## src/rtl/addsub_pkg.sv

```systemverilog
package addsub_pkg;
  localparam int unsigned XLEN = 32;
  localparam int unsigned NFLAG = 6;

  localparam int unsigned FL_CARRY  = 0;
  localparam int unsigned FL_PARITY = 1;
  localparam int unsigned FL_AUX    = 2;
  localparam int unsigned FL_ZERO   = 3;
  localparam int unsigned FL_SIGN   = 4;
  localparam int unsigned FL_OVF    = 5;

  typedef enum logic [2:0] {
    OP_ADD = 3'd0,
    OP_SUB = 3'd1,
    OP_INC = 3'd2,
    OP_DEC = 3'd3,
    OP_NEG = 3'd4
  } op_e;

  function automatic int unsigned top_bit(input logic [1:0] wsel);
    case (wsel)
      2'd0:    return 7;
      2'd1:    return 15;
      default: return XLEN - 1;
    endcase
  endfunction
endpackage

```

## src/rtl/addsub_opsel.sv

```systemverilog
module addsub_opsel
  import addsub_pkg::*;
(
  input  logic [2:0]      op,
  input  logic [XLEN-1:0] a,
  input  logic [XLEN-1:0] b,
  output logic [XLEN-1:0] x,
  output logic [XLEN-1:0] y,
  output logic            cin,
  output logic            sub_mode,
  output logic            keep_carry
);
  always_comb begin
    x = a;
    y = b;
    cin = 1'b0;
    sub_mode = 1'b0;
    keep_carry = 1'b0;
    case (op)
      OP_SUB: begin y = ~b; cin = 1'b1; sub_mode = 1'b1; end
      OP_INC: begin y = '0; cin = 1'b1; keep_carry = 1'b1; end
      OP_DEC: begin y = '1; sub_mode = 1'b1; keep_carry = 1'b1; end
      OP_NEG: begin x = '0; y = ~a; cin = 1'b1; sub_mode = 1'b1; end
      default: ;
    endcase
  end
endmodule

```

## src/rtl/addsub_adder.sv

```systemverilog
module addsub_adder
  import addsub_pkg::*;
(
  input  logic [XLEN-1:0] x,
  input  logic [XLEN-1:0] y,
  input  logic            cin,
  output logic [XLEN-1:0] sum,
  output logic [XLEN:0]   carry
);
  logic [XLEN:0] wide;

  assign wide = {1'b0, x} + {1'b0, y} + {{XLEN{1'b0}}, cin};
  assign sum  = wide[XLEN-1:0];

  for (genvar k = 0; k < XLEN; k++) begin : g_carry
    assign carry[k] = wide[k] ^ x[k] ^ y[k];
  end
  assign carry[XLEN] = wide[XLEN];
endmodule

```

## src/rtl/addsub_flaggen.sv

```systemverilog
module addsub_flaggen
  import addsub_pkg::*;
(
  input  logic [1:0]       width_sel,
  input  logic [XLEN-1:0]  sum,
  input  logic [XLEN:0]    carry,
  input  logic             sub_mode,
  input  logic             keep_carry,
  input  logic             carry_in,
  output logic [XLEN-1:0]  res,
  output logic [NFLAG-1:0] fl,
  output logic [NFLAG-1:0] we
);
  int unsigned msb;
  logic [XLEN-1:0] mask;

  always_comb begin
    msb  = top_bit(width_sel);
    mask = '0;
    for (int i = 0; i < XLEN; i++) mask[i] = (i <= int'(msb));
    res = sum & mask;
    fl[FL_CARRY]  = keep_carry ? carry_in : (carry[msb+1] ^ sub_mode);
    fl[FL_PARITY] = ~^res[7:0];
    fl[FL_AUX]    = carry[4] ^ sub_mode;
    fl[FL_ZERO]   = (res == '0);
    fl[FL_SIGN]   = res[msb];
    fl[FL_OVF]    = carry[msb+1] ^ carry[msb];
    we = '1;
    we[FL_CARRY] = ~keep_carry;
  end
endmodule

```

## src/rtl/addsub_flag_unit.sv

```systemverilog
module addsub_flag_unit
  import addsub_pkg::*;
(
  input  logic             clk,
  input  logic             rst_n,
  input  logic             in_valid,
  output logic             in_ready,
  input  logic [2:0]       op,
  input  logic [1:0]       width_sel,
  input  logic [XLEN-1:0]  opa,
  input  logic [XLEN-1:0]  opb,
  input  logic             carry_in,
  output logic             out_valid,
  input  logic             out_ready,
  output logic [XLEN-1:0]  result,
  output logic [NFLAG-1:0] flags,
  output logic [NFLAG-1:0] flag_we
);
  logic [XLEN-1:0]  x, y, sum, res_c;
  logic [XLEN:0]    carry;
  logic             cin, sub_mode, keep_carry;
  logic [NFLAG-1:0] fl_c, we_c;

  addsub_opsel u_sel (
    .op(op), .a(opa), .b(opb), .x(x), .y(y),
    .cin(cin), .sub_mode(sub_mode), .keep_carry(keep_carry)
  );

  addsub_adder u_add (.x(x), .y(y), .cin(cin), .sum(sum), .carry(carry));

  addsub_flaggen u_flg (
    .width_sel(width_sel), .sum(sum), .carry(carry), .sub_mode(sub_mode),
    .keep_carry(keep_carry), .carry_in(carry_in),
    .res(res_c), .fl(fl_c), .we(we_c)
  );

  assign in_ready = ~out_valid | out_ready;

  always_ff @(posedge clk) begin
    if (!rst_n) begin
      out_valid <= 1'b0;
      result    <= '0;
      flags     <= '0;
      flag_we   <= '0;
    end else if (in_ready) begin
      out_valid <= in_valid;
      if (in_valid) begin
        result  <= res_c;
        flags   <= fl_c;
        flag_we <= we_c;
      end
    end
  end
endmodule

```

## config.mk

```make
export PLATFORM = sky130hd
export DESIGN_NAME = addsub_flag_unit
export DESIGN_NICKNAME = d
export VERILOG_FILES = /design/src/rtl/addsub_pkg.sv /design/src/rtl/addsub_opsel.sv /design/src/rtl/addsub_adder.sv /design/src/rtl/addsub_flaggen.sv /design/src/rtl/addsub_flag_unit.sv
export SDC_FILE = /design/constraint.sdc
export NUM_CORES = 1
export LEC_CHECK = 0
export ABC_AREA = 0
export ABC_CLOCK_PERIOD_IN_PS = 8300
export BUFFER_PORTS_ARGS = -buffer_cell sky130_fd_sc_hd__buf_2
export CORE_MARGIN = 2
export CORE_UTILIZATION = 30
export CTS_BUF_LIST = sky130_fd_sc_hd__clkbuf_4
export DETAILED_ROUTE_END_ITERATION = 8
export PLACE_DENSITY_LB_ADDON = 0.08
export SLEW_MARGIN = 20
export SYNTH_ARGS = -nofsm -noshare
export SYNTH_HDL_FRONTEND = slang
export SYNTH_SLANG_ARGS = --single-unit
```

## constraint.sdc

```tcl
create_clock -name clk -period 8.3 [get_ports clk]
set_clock_uncertainty 0.2 [all_clocks]
set_input_delay 1.245 -clock clk [delete_from_list [all_inputs] [get_ports clk]]
set_output_delay 1.245 -clock clk [all_outputs]
set_load 0.005 [all_outputs]
```

==> impl_summary.log, run 1 <==
[metrics] data arrival time of the critical path: 5.94 ns
[metrics] CP Cell Sequence: buf_2, inv_1, buf_4, nand2_1, buf_4, o22ai_1, a31o_2, ha_1, nand4_1, o21bai_1, nor3_1, a21o_1, o31ai_1, xor2_1, o31ai_1, nand4_2, or4_1, o21ai_1
[metrics] via count of the first global-routing pass: 5,419
[metrics] depth of the worst register-to-register path: 8
[metrics] number of fillers in the final layout: 1,879
[metrics] Core Box Area: 0.0174 mm²
[metrics] final core utilization: 34.9%
[metrics] Mapped Area: 0.00533 mm²
[metrics] DRT Wirelength: 17,800 µm
[metrics] Num Clock Sinks: 41
[metrics] most used standard cell by instance count after synthesis: sky130_fd_sc_hd__nand2_1
[metrics] total power: 0.863 mW
[metrics] effective utilization at floorplan: 30.7%
[metrics] global-route usage over all layers: 18.9%
[metrics] clock root buffer master: sky130_fd_sc_hd__clkbuf_4
[metrics] Area Growth Syn to Fin: 13.5%
[metrics] synthesized instance count: 731
[metrics] Final ANT Viol Nets: 0
[metrics] yosys warns: 0
[metrics] clk slew on worst S/H paths: 0.13 ns
[metrics] Worst IR Drop VDD: 0.0535 mV
[metrics] status: finished clean
[metrics] first drt pass iteration count: 5
[metrics] CTS Hold Buffers Added: 0
[metrics] RSZ-0062 raised after global routing: no
[metrics] number of vias after detailed routing: 5,585
[metrics] std cell rows: 48
[metrics] launching element type of the critical path: input pin
[metrics] I/O pin cnt: 120
[metrics] global route overflow: 0
[metrics] Worst Hold Margin: 0.272 ns
[metrics] most common flop cell mapped by yosys: sky130_fd_sc_hd__dfxtp_1
[metrics] cell depth of the worst hold path: 2
[metrics] time the final worst path needs with I/O delays and setup: 5.84 ns
[metrics] final setup fails: 0
[metrics] number of synthesized register bits: 41
[metrics] number of buffers created by CTS: 5
[metrics] H-tree level count: 2
[metrics] Max Clock Freq: 171 MHz
[metrics] part of the Yosys area used for sequential elements: 15.4%
[metrics] end of the worst hold path: flags[1]$_SDFFE_PN0P_
[metrics] Mapped Nets: 842
[metrics] number of buffers added for setup after CTS: 0
[metrics] type of the setup path with the least slack: input pin to flip-flop
[metrics] die extent in y: 137 µm
[metrics] critical path peak fanout: 45
[metrics] Layout Nets: 919
[metrics] leakage: 2.91 nW
[metrics] period utilization: 70.3%
[metrics] share of layout cells above drive strength 1: 22.1%
[metrics] Post-CTS Resized: 0
[metrics] endpoint class of the critical path: flip-flop
[metrics] Critical R2R Launch: out_valid$_SDFFE_PN0N_
[metrics] library cell contributing the largest single delay on the critical path: sky130_fd_sc_hd__or4_1
[metrics] number of antenna violations at the first check in global routing: 1
[metrics] number of synthesized flops with an enable pin: 0
[metrics] normalized max-slew margin: 45.2%
[metrics] clk_lat worst skew: 0.37 ns
[metrics] count of routing violations after the opening detailed-route iteration: 343
[metrics] number of hold violations in the final report: 0
[metrics] transition time at the pin with the least slew margin: 0.822 ns
[metrics] proportion of register bits with asynchronous set or reset after synthesis: 0%
[metrics] mean routed wirelength per cell: 17.2 µm
[metrics] worst reg2reg path endpoint: flags[3]$_SDFFE_PN0P_
[metrics] Slowest Stage Delay on Critical Path: 0.53 ns
[metrics] Placer Congestion: 0.843
[metrics] DRC Markers: 0
[metrics] post-synthesis cell type with the largest combined area: sky130_fd_sc_hd__dfxtp_1
[metrics] cell types occupying the most area after synthesis: sky130_fd_sc_hd__dfxtp_1, sky130_fd_sc_hd__ha_1, sky130_fd_sc_hd__mux2i_1, sky130_fd_sc_hd__nand2_1, sky130_fd_sc_hd__a21o_1
[metrics] Bufs on Longest Clock Path: 2
[metrics] maximum number of pins on one net before global-route repair: 78
[metrics] clock tree from TritonCTS: done
[metrics] instance area after placement: 0.00599 mm²
[metrics] Horiz. Die Dim: 137 µm
[metrics] post-route design area: 0.00605 mm²
[metrics] area share of the largest cell type after synthesis: 15.4%
[metrics] number of maximum-capacitance constraint violations: 0
[metrics] commonest cells in the synthesized netlist: sky130_fd_sc_hd__nand2_1, sky130_fd_sc_hd__a21oi_1, sky130_fd_sc_hd__dfxtp_1, sky130_fd_sc_hd__inv_1, sky130_fd_sc_hd__a21o_1
[metrics] worst path required time: 8.40 ns
[metrics] unique cell type count in the Yosys netlist: 77
[metrics] global-route wire length before repair: 28,400 µm
[metrics] Mean Syn Cell Area: 7.29 µm²
[metrics] via density per instance: 5.40
[metrics] pwr dens: 143 mW/mm²
[metrics] Final TNS setup: 0 ns
[metrics] # port buffers: 119
[metrics] half-perimeter wire length after placement: 14,000 µm
[metrics] class of the tightest hold or removal check: flip-flop to flip-flop
[metrics] register-to-register path setup slack: 5.65 ns
[metrics] overall die area: 0.0189 mm²
[metrics] startpoint of the tightest hold check path: flags[1]$_SDFFE_PN0P_
[metrics] fin. max-slew vios: 0
==> cell families (layout without fill, tap and decap cells) <==
group / after synthesis / count (layout) / share of synthesized area (%)
other: 0 / 1 / 0
AO/OA/AOI/OAI: 266 / 266 / 34.1
AND/OR/NAND/NOR: 216 / 216 / 20.5
buffers and inverters: 97 / 175 / 7.93
XOR/XNOR: 37 / 37 / 6.08
adder cells (fa/ha/maj): 37 / 37 / 8.97
multiplexers: 37 / 37 / 7.04
flip-flops: 41 / 41 / 15.4
==> flip-flops by register name (all words and copies together) (netlist names) <==
signal	cells
result	32
flags	6
flag_we	2
out_valid	1
==> power by group <==
part           internal, mW  total (mW)  leakage, nW  switching (mW)
clock network        0.0320       0.105       0.0310          0.0732
logic                 0.224       0.529         2.55           0.304
registers             0.218       0.229        0.336          0.0114
total                 0.474       0.863         2.91           0.389
==> how the worst max path moves through the flow <==
| stage | from | endpoint | cells past startpoint |
|---|---|---|---|
| 2_1_floorplan | op[2] | flags[3]$_SDFFE_PN0P_ | 19 |
| 3_3_place_gp | op[1] | flags[3]$_SDFFE_PN0P_ | 18 |
| 3_5_place_dp | op[1] | flags[3]$_SDFFE_PN0P_ | 19 |
| 4_1_cts | op[1] | flags[3]$_SDFFE_PN0P_ | 18 |
| 5_1_grt | op[1] | flags[3]$_SDFFE_PN0P_ | 19 |
| 6_report | op[1] | flags[3]$_SDFFE_PN0P_ | 18 |
==> through the flow <==
stage          std cells  setup WS [ns]
6_report            1035           2.46
5_1_grt             1035           2.18
4_1_cts             1034           2.50
3_5_place_dp        1026           2.15
3_3_place_gp        1026           2.16
2_1_floorplan        731           2.22
==> worst max-delay path, delay by kind of cell <==
family | cells | cell delay, ns
buf+inv | 4 | 0.99
compound gates | 7 | 1.74
xor+xnor | 1 | 0.23
simple gates | 5 | 1.31
fa+ha+maj | 1 | 0.40
==> metal layers <==
metal	GRT usage [%]	vias to the layer above	routed length [µm]
li1	-	2813	-
met1	22.4	2653	7690
met2	36.4	102	9360
met3	2.21	17	543
met4	3.61	0	218
met5	0	-	0
==> layout make-up <==
type                    instances  area (µm²)  area share, %
well taps                     225         282           4.65
diodes                          1        2.50         0.0414
clock inverters                 3        17.5          0.289
flip-flops and latches         41         821           13.6
multi-input cells             593        4090           67.6
repair buffers                125         643           10.6
clock buffers                   5        37.5          0.620
inverters                      42         158           2.61
==> cells in the final DEF (no fill, tap or decap), drive strengths merged, types with 3 or more instances in the layout <==
cell type  instances
buf              125
nand2             83
a21oi             57
o21ai             44
inv               41
dfxtp             41
a21o              40
ha                35
mux2i             33
a31o              27
o22ai             26
nand3             25
nor2              25
xnor2             24
and2              23
xor2              13
nor2b             11
a21boi            10
nand2b             9
o21a               9
nand4              9
a211oi             7
nor3               6
o31ai              6
and3               5
a22oi              5
clkbuf             5
o2111ai            5
o211ai             4
a31oi              4
mux2               4
o211a              3
nand3b             3
clkinv             3
(Power assumes the default switching activity.)
==> run 2, diff against run 1 <==
--- a/config.mk
+++ b/config.mk
@@ -6,7 +6,7 @@
 export NUM_CORES = 1
 export LEC_CHECK = 0
 export ABC_AREA = 0
-export ABC_CLOCK_PERIOD_IN_PS = 8300
+export ABC_CLOCK_PERIOD_IN_PS = 5500
 export BUFFER_PORTS_ARGS = -buffer_cell sky130_fd_sc_hd__buf_2
 export CORE_MARGIN = 2
 export CORE_UTILIZATION = 30
==> constraint.sdc (replaced) <==
create_clock -name clk -period 5.5 [get_ports clk]
set_clock_uncertainty 0.2 [all_clocks]
set_input_delay 0.825 -clock clk [delete_from_list [all_inputs] [get_ports clk]]
set_output_delay 0.825 -clock clk [all_outputs]
set_load 0.005 [all_outputs]
==> impl_summary.log, run 2 (synthesis gave the netlist of run 1 again) <==
[metrics] status: finished clean
[metrics] registers with the most flip-flops: result x32, flags x6, flag_we x2
[metrics] Placer Congestion: 0.901 (+6.8%)
[metrics] leakage: 2.94 nW (+0.81%)
[metrics] clk slew on worst S/H paths: 0.12 ns (about the same)
[metrics] number of fillers in the final layout: 1,936 (+3.0%)
[metrics] number of buffers created by CTS: 5 (unchanged)
[metrics] Horiz. Die Dim: 137 µm (unchanged)
[metrics] time the final worst path needs with I/O delays and setup: 4.93 ns
[metrics] count of inserted antenna diode cells: 0 (-1)
[metrics] global-route usage over all layers: 18.4% (-0.52 points)
[metrics] Slowest Stage Delay on Critical Path: 0.53 ns (about the same)
[metrics] data arrival time of the critical path: 5.02 ns (-0.92 ns)
[metrics] layer with the highest usage after global routing: met2
[metrics] M3 GR Usage: 2.21% (unchanged)
[metrics] number of hold violations in the final report: 0 (unchanged)
[metrics] clock tree from TritonCTS: done
[metrics] final setup fails: 0 (unchanged)
[metrics] number of maximum-capacitance constraint violations: 0 (unchanged)
[metrics] RSZ-0062 raised after global routing: no
[metrics] first drt pass iteration count: 4 (-1)
[metrics] count of buffering cells on the critical path with inverters included: 3 (-1)
[metrics] met2 usage: 35.4% (-1.0 points)
[metrics] Max Clock Freq: 203 MHz
[metrics] number of buffers added for setup after CTS: 0 (unchanged)
[metrics] pwr dens: 213 mW/mm² (+49%)
[metrics] DRT Wirelength: 17,600 µm (-0.89%)
[metrics] commonest cells after routing, fill and taps aside: sky130_fd_sc_hd__buf_2, sky130_fd_sc_hd__nand2_1, sky130_fd_sc_hd__a21oi_1, sky130_fd_sc_hd__inv_1, sky130_fd_sc_hd__dfxtp_1
[metrics] # port buffers: 119 (unchanged)
[metrics] Worst IR Drop VDD: 0.0961 mV (+80%)
[metrics] Core Box Area: 0.0174 mm² (unchanged)
[metrics] type of the setup path with the least slack: input pin to flip-flop
[metrics] normalized max-slew margin: 56.4% (+11 points)
[metrics] via density per instance: 5.45 (+0.97%)
[metrics] half-perimeter wire length after placement: 14,000 µm (-0.33%)
[metrics] global route overflow: 0 (unchanged)
[metrics] final core utilization: 35.1% (+0.20 points)
[metrics] DRC Markers: 0 (unchanged)
[metrics] Post-CTS Resized: 0 (unchanged)
[metrics] H-tree level count: 2 (unchanged)
[metrics] effective utilization at floorplan: 30.7% (unchanged)
[metrics] most frequent cell on the critical path: sky130_fd_sc_hd__o31ai_1
[metrics] class of the tightest hold or removal check: flip-flop to flip-flop
[metrics] overall die area: 0.0189 mm² (unchanged)
[metrics] critical path peak fanout: 44 (-2.2%)
[metrics] Num Clock Sinks: 41 (unchanged)
[metrics] I/O pin cnt: 120 (unchanged)
[metrics] clock root buffer master: sky130_fd_sc_hd__clkbuf_4
[metrics] std cell rows: 48 (unchanged)
[metrics] endpoint class of the critical path: flip-flop
[metrics] Area Growth Syn to Fin: 14.2%
[metrics] share of layout cells above drive strength 1: 22.4% (+0.29 points)
[metrics] number of flip-flops in the largest register: 32 (unchanged)
[metrics] cell depth of the worst hold path: 2 (unchanged)
[metrics] mean routed wirelength per cell: 17.0 µm (-1.1%)
[metrics] launching element type of the critical path: input pin
[metrics] number of vias after detailed routing: 5,650 (+1.2%)
[metrics] clk_lat worst skew: 0.35 ns (-0.02 ns)
[metrics] Largest delay share family, worst path: compound AO/OA/AOI/OAI gates
[metrics] CTS Hold Buffers Added: 0 (unchanged)
[metrics] count of routing violations after the opening detailed-route iteration: 265 (-23%)
[metrics] CP Cell Sequence: buf_2, clkinv_1, nand2_1, buf_4, o22ai_1, a31o_2, ha_1, nand4_1, o21bai_1, nor3_1, a21o_1, o31ai_1, xor2_1, o31ai_1, nand4_2, or4_1, o21ai_1
[metrics] via count of the first global-routing pass: 5,474 (+1.0%)
[metrics] number of antenna violations at the first check in global routing: 0 (-1)
[metrics] Layout Nets: 924 (+0.54%)
[metrics] library cell contributing the largest single delay on the critical path: sky130_fd_sc_hd__or4_1
[metrics] register containing the most flip-flops in the final layout: result
[metrics] period utilization: 89.5%
[metrics] transition time at the pin with the least slew margin: 0.654 ns (-0.169 ns)
[metrics] Final TNS setup: 0 ns (unchanged)
[metrics] Bufs on Longest Clock Path: 2 (unchanged)
[metrics] global-route wire length before repair: 27,700 µm (-2.5%)
[metrics] Global Route met1 Usage: 21.3% (-1.1 points)
[metrics] fin. max-slew vios: 0 (unchanged)
[metrics] Final ANT Viol Nets: 0 (unchanged)
[metrics] die extent in y: 137 µm (unchanged)
[metrics] worst path required time: 5.60 ns (-2.80 ns)
[metrics] CP Depth: 17 (-1)
[metrics] commonest non-fill, non-tap cell in the layout: sky130_fd_sc_hd__buf_2
[metrics] maximum number of pins on one net before global-route repair: 87 (+12%)
[metrics] depth of the worst register-to-register path: 8 (unchanged)
==> run 2: changes by cell type in the layout (fill, tap and decap cells not counted) <==
cell and change:
sky130_fd_sc_hd__clkinv_2 -1, sky130_fd_sc_hd__buf_12 +1, sky130_fd_sc_hd__diode_2 -1, sky130_fd_sc_hd__clkinvlp_4 -1, sky130_fd_sc_hd__buf_4 +4
==> run 2: worst paths after layout <==
check             slack, ns                      end                     from
hold / removal         0.27  result[25]$_SDFFE_PN0P_  result[25]$_SDFFE_PN0P_
setup / recovery       0.57    flags[3]$_SDFFE_PN0P_                    op[0]
hold reg to reg        0.27  result[25]$_SDFFE_PN0P_  result[25]$_SDFFE_PN0P_
setup reg to reg       2.89    flags[3]$_SDFFE_PN0P_   out_valid$_SDFFE_PN0N_
==> run 2: area by class of cell <==
type / count / area, µm² / area share [%]
Multi-Input combinational cell: 593 / 4090 / 67.2
Sequential cell: 41 / 821 / 13.5
Timing Repair Buffer: 130 / 693 / 11.4
Tap cell: 225 / 282 / 4.63
Inverter: 42 / 158 / 2.59
Clock buffer: 5 / 37.5 / 0.617
Clock inverter: 1 / 5.00 / 0.0822
==> run 2: per-layer routing <==
layer  up-vias  wire [µm]
met3        19        533
met2       107       9170
met5         -          0
met1      2708       7660
met4         0        293
li1       2816          -
==> run 2: power breakdown <==
part / internal [mW] / switching, mW
Sequential: 0.329 / 0.0173
Combinational: 0.347 / 0.463
Clock: 0.0445 / 0.0956
==> run 2: worst register-to-register path, delay by kind of cell, from the launching register on <==
family	cells	cell delay, ns
simple gates	5	1.51
compound gates	3	0.52
flops	1	0.33
==> run 2: metrics by stage <==
stage          hold WS (ns)  total power, mW  area [µm²]  std cells  setup WS (ns)
2_1_floorplan         0.253            0.927        5330        731         0.0682
3_3_place_gp          0.253             1.16        6040       1031          0.307
3_5_place_dp          0.257             1.17        6040       1031          0.260
4_1_cts               0.274             1.31        6090       1037          0.619
5_1_grt               0.293             1.41        6090       1037          0.277
6_report              0.270             1.30        6090       1037          0.575
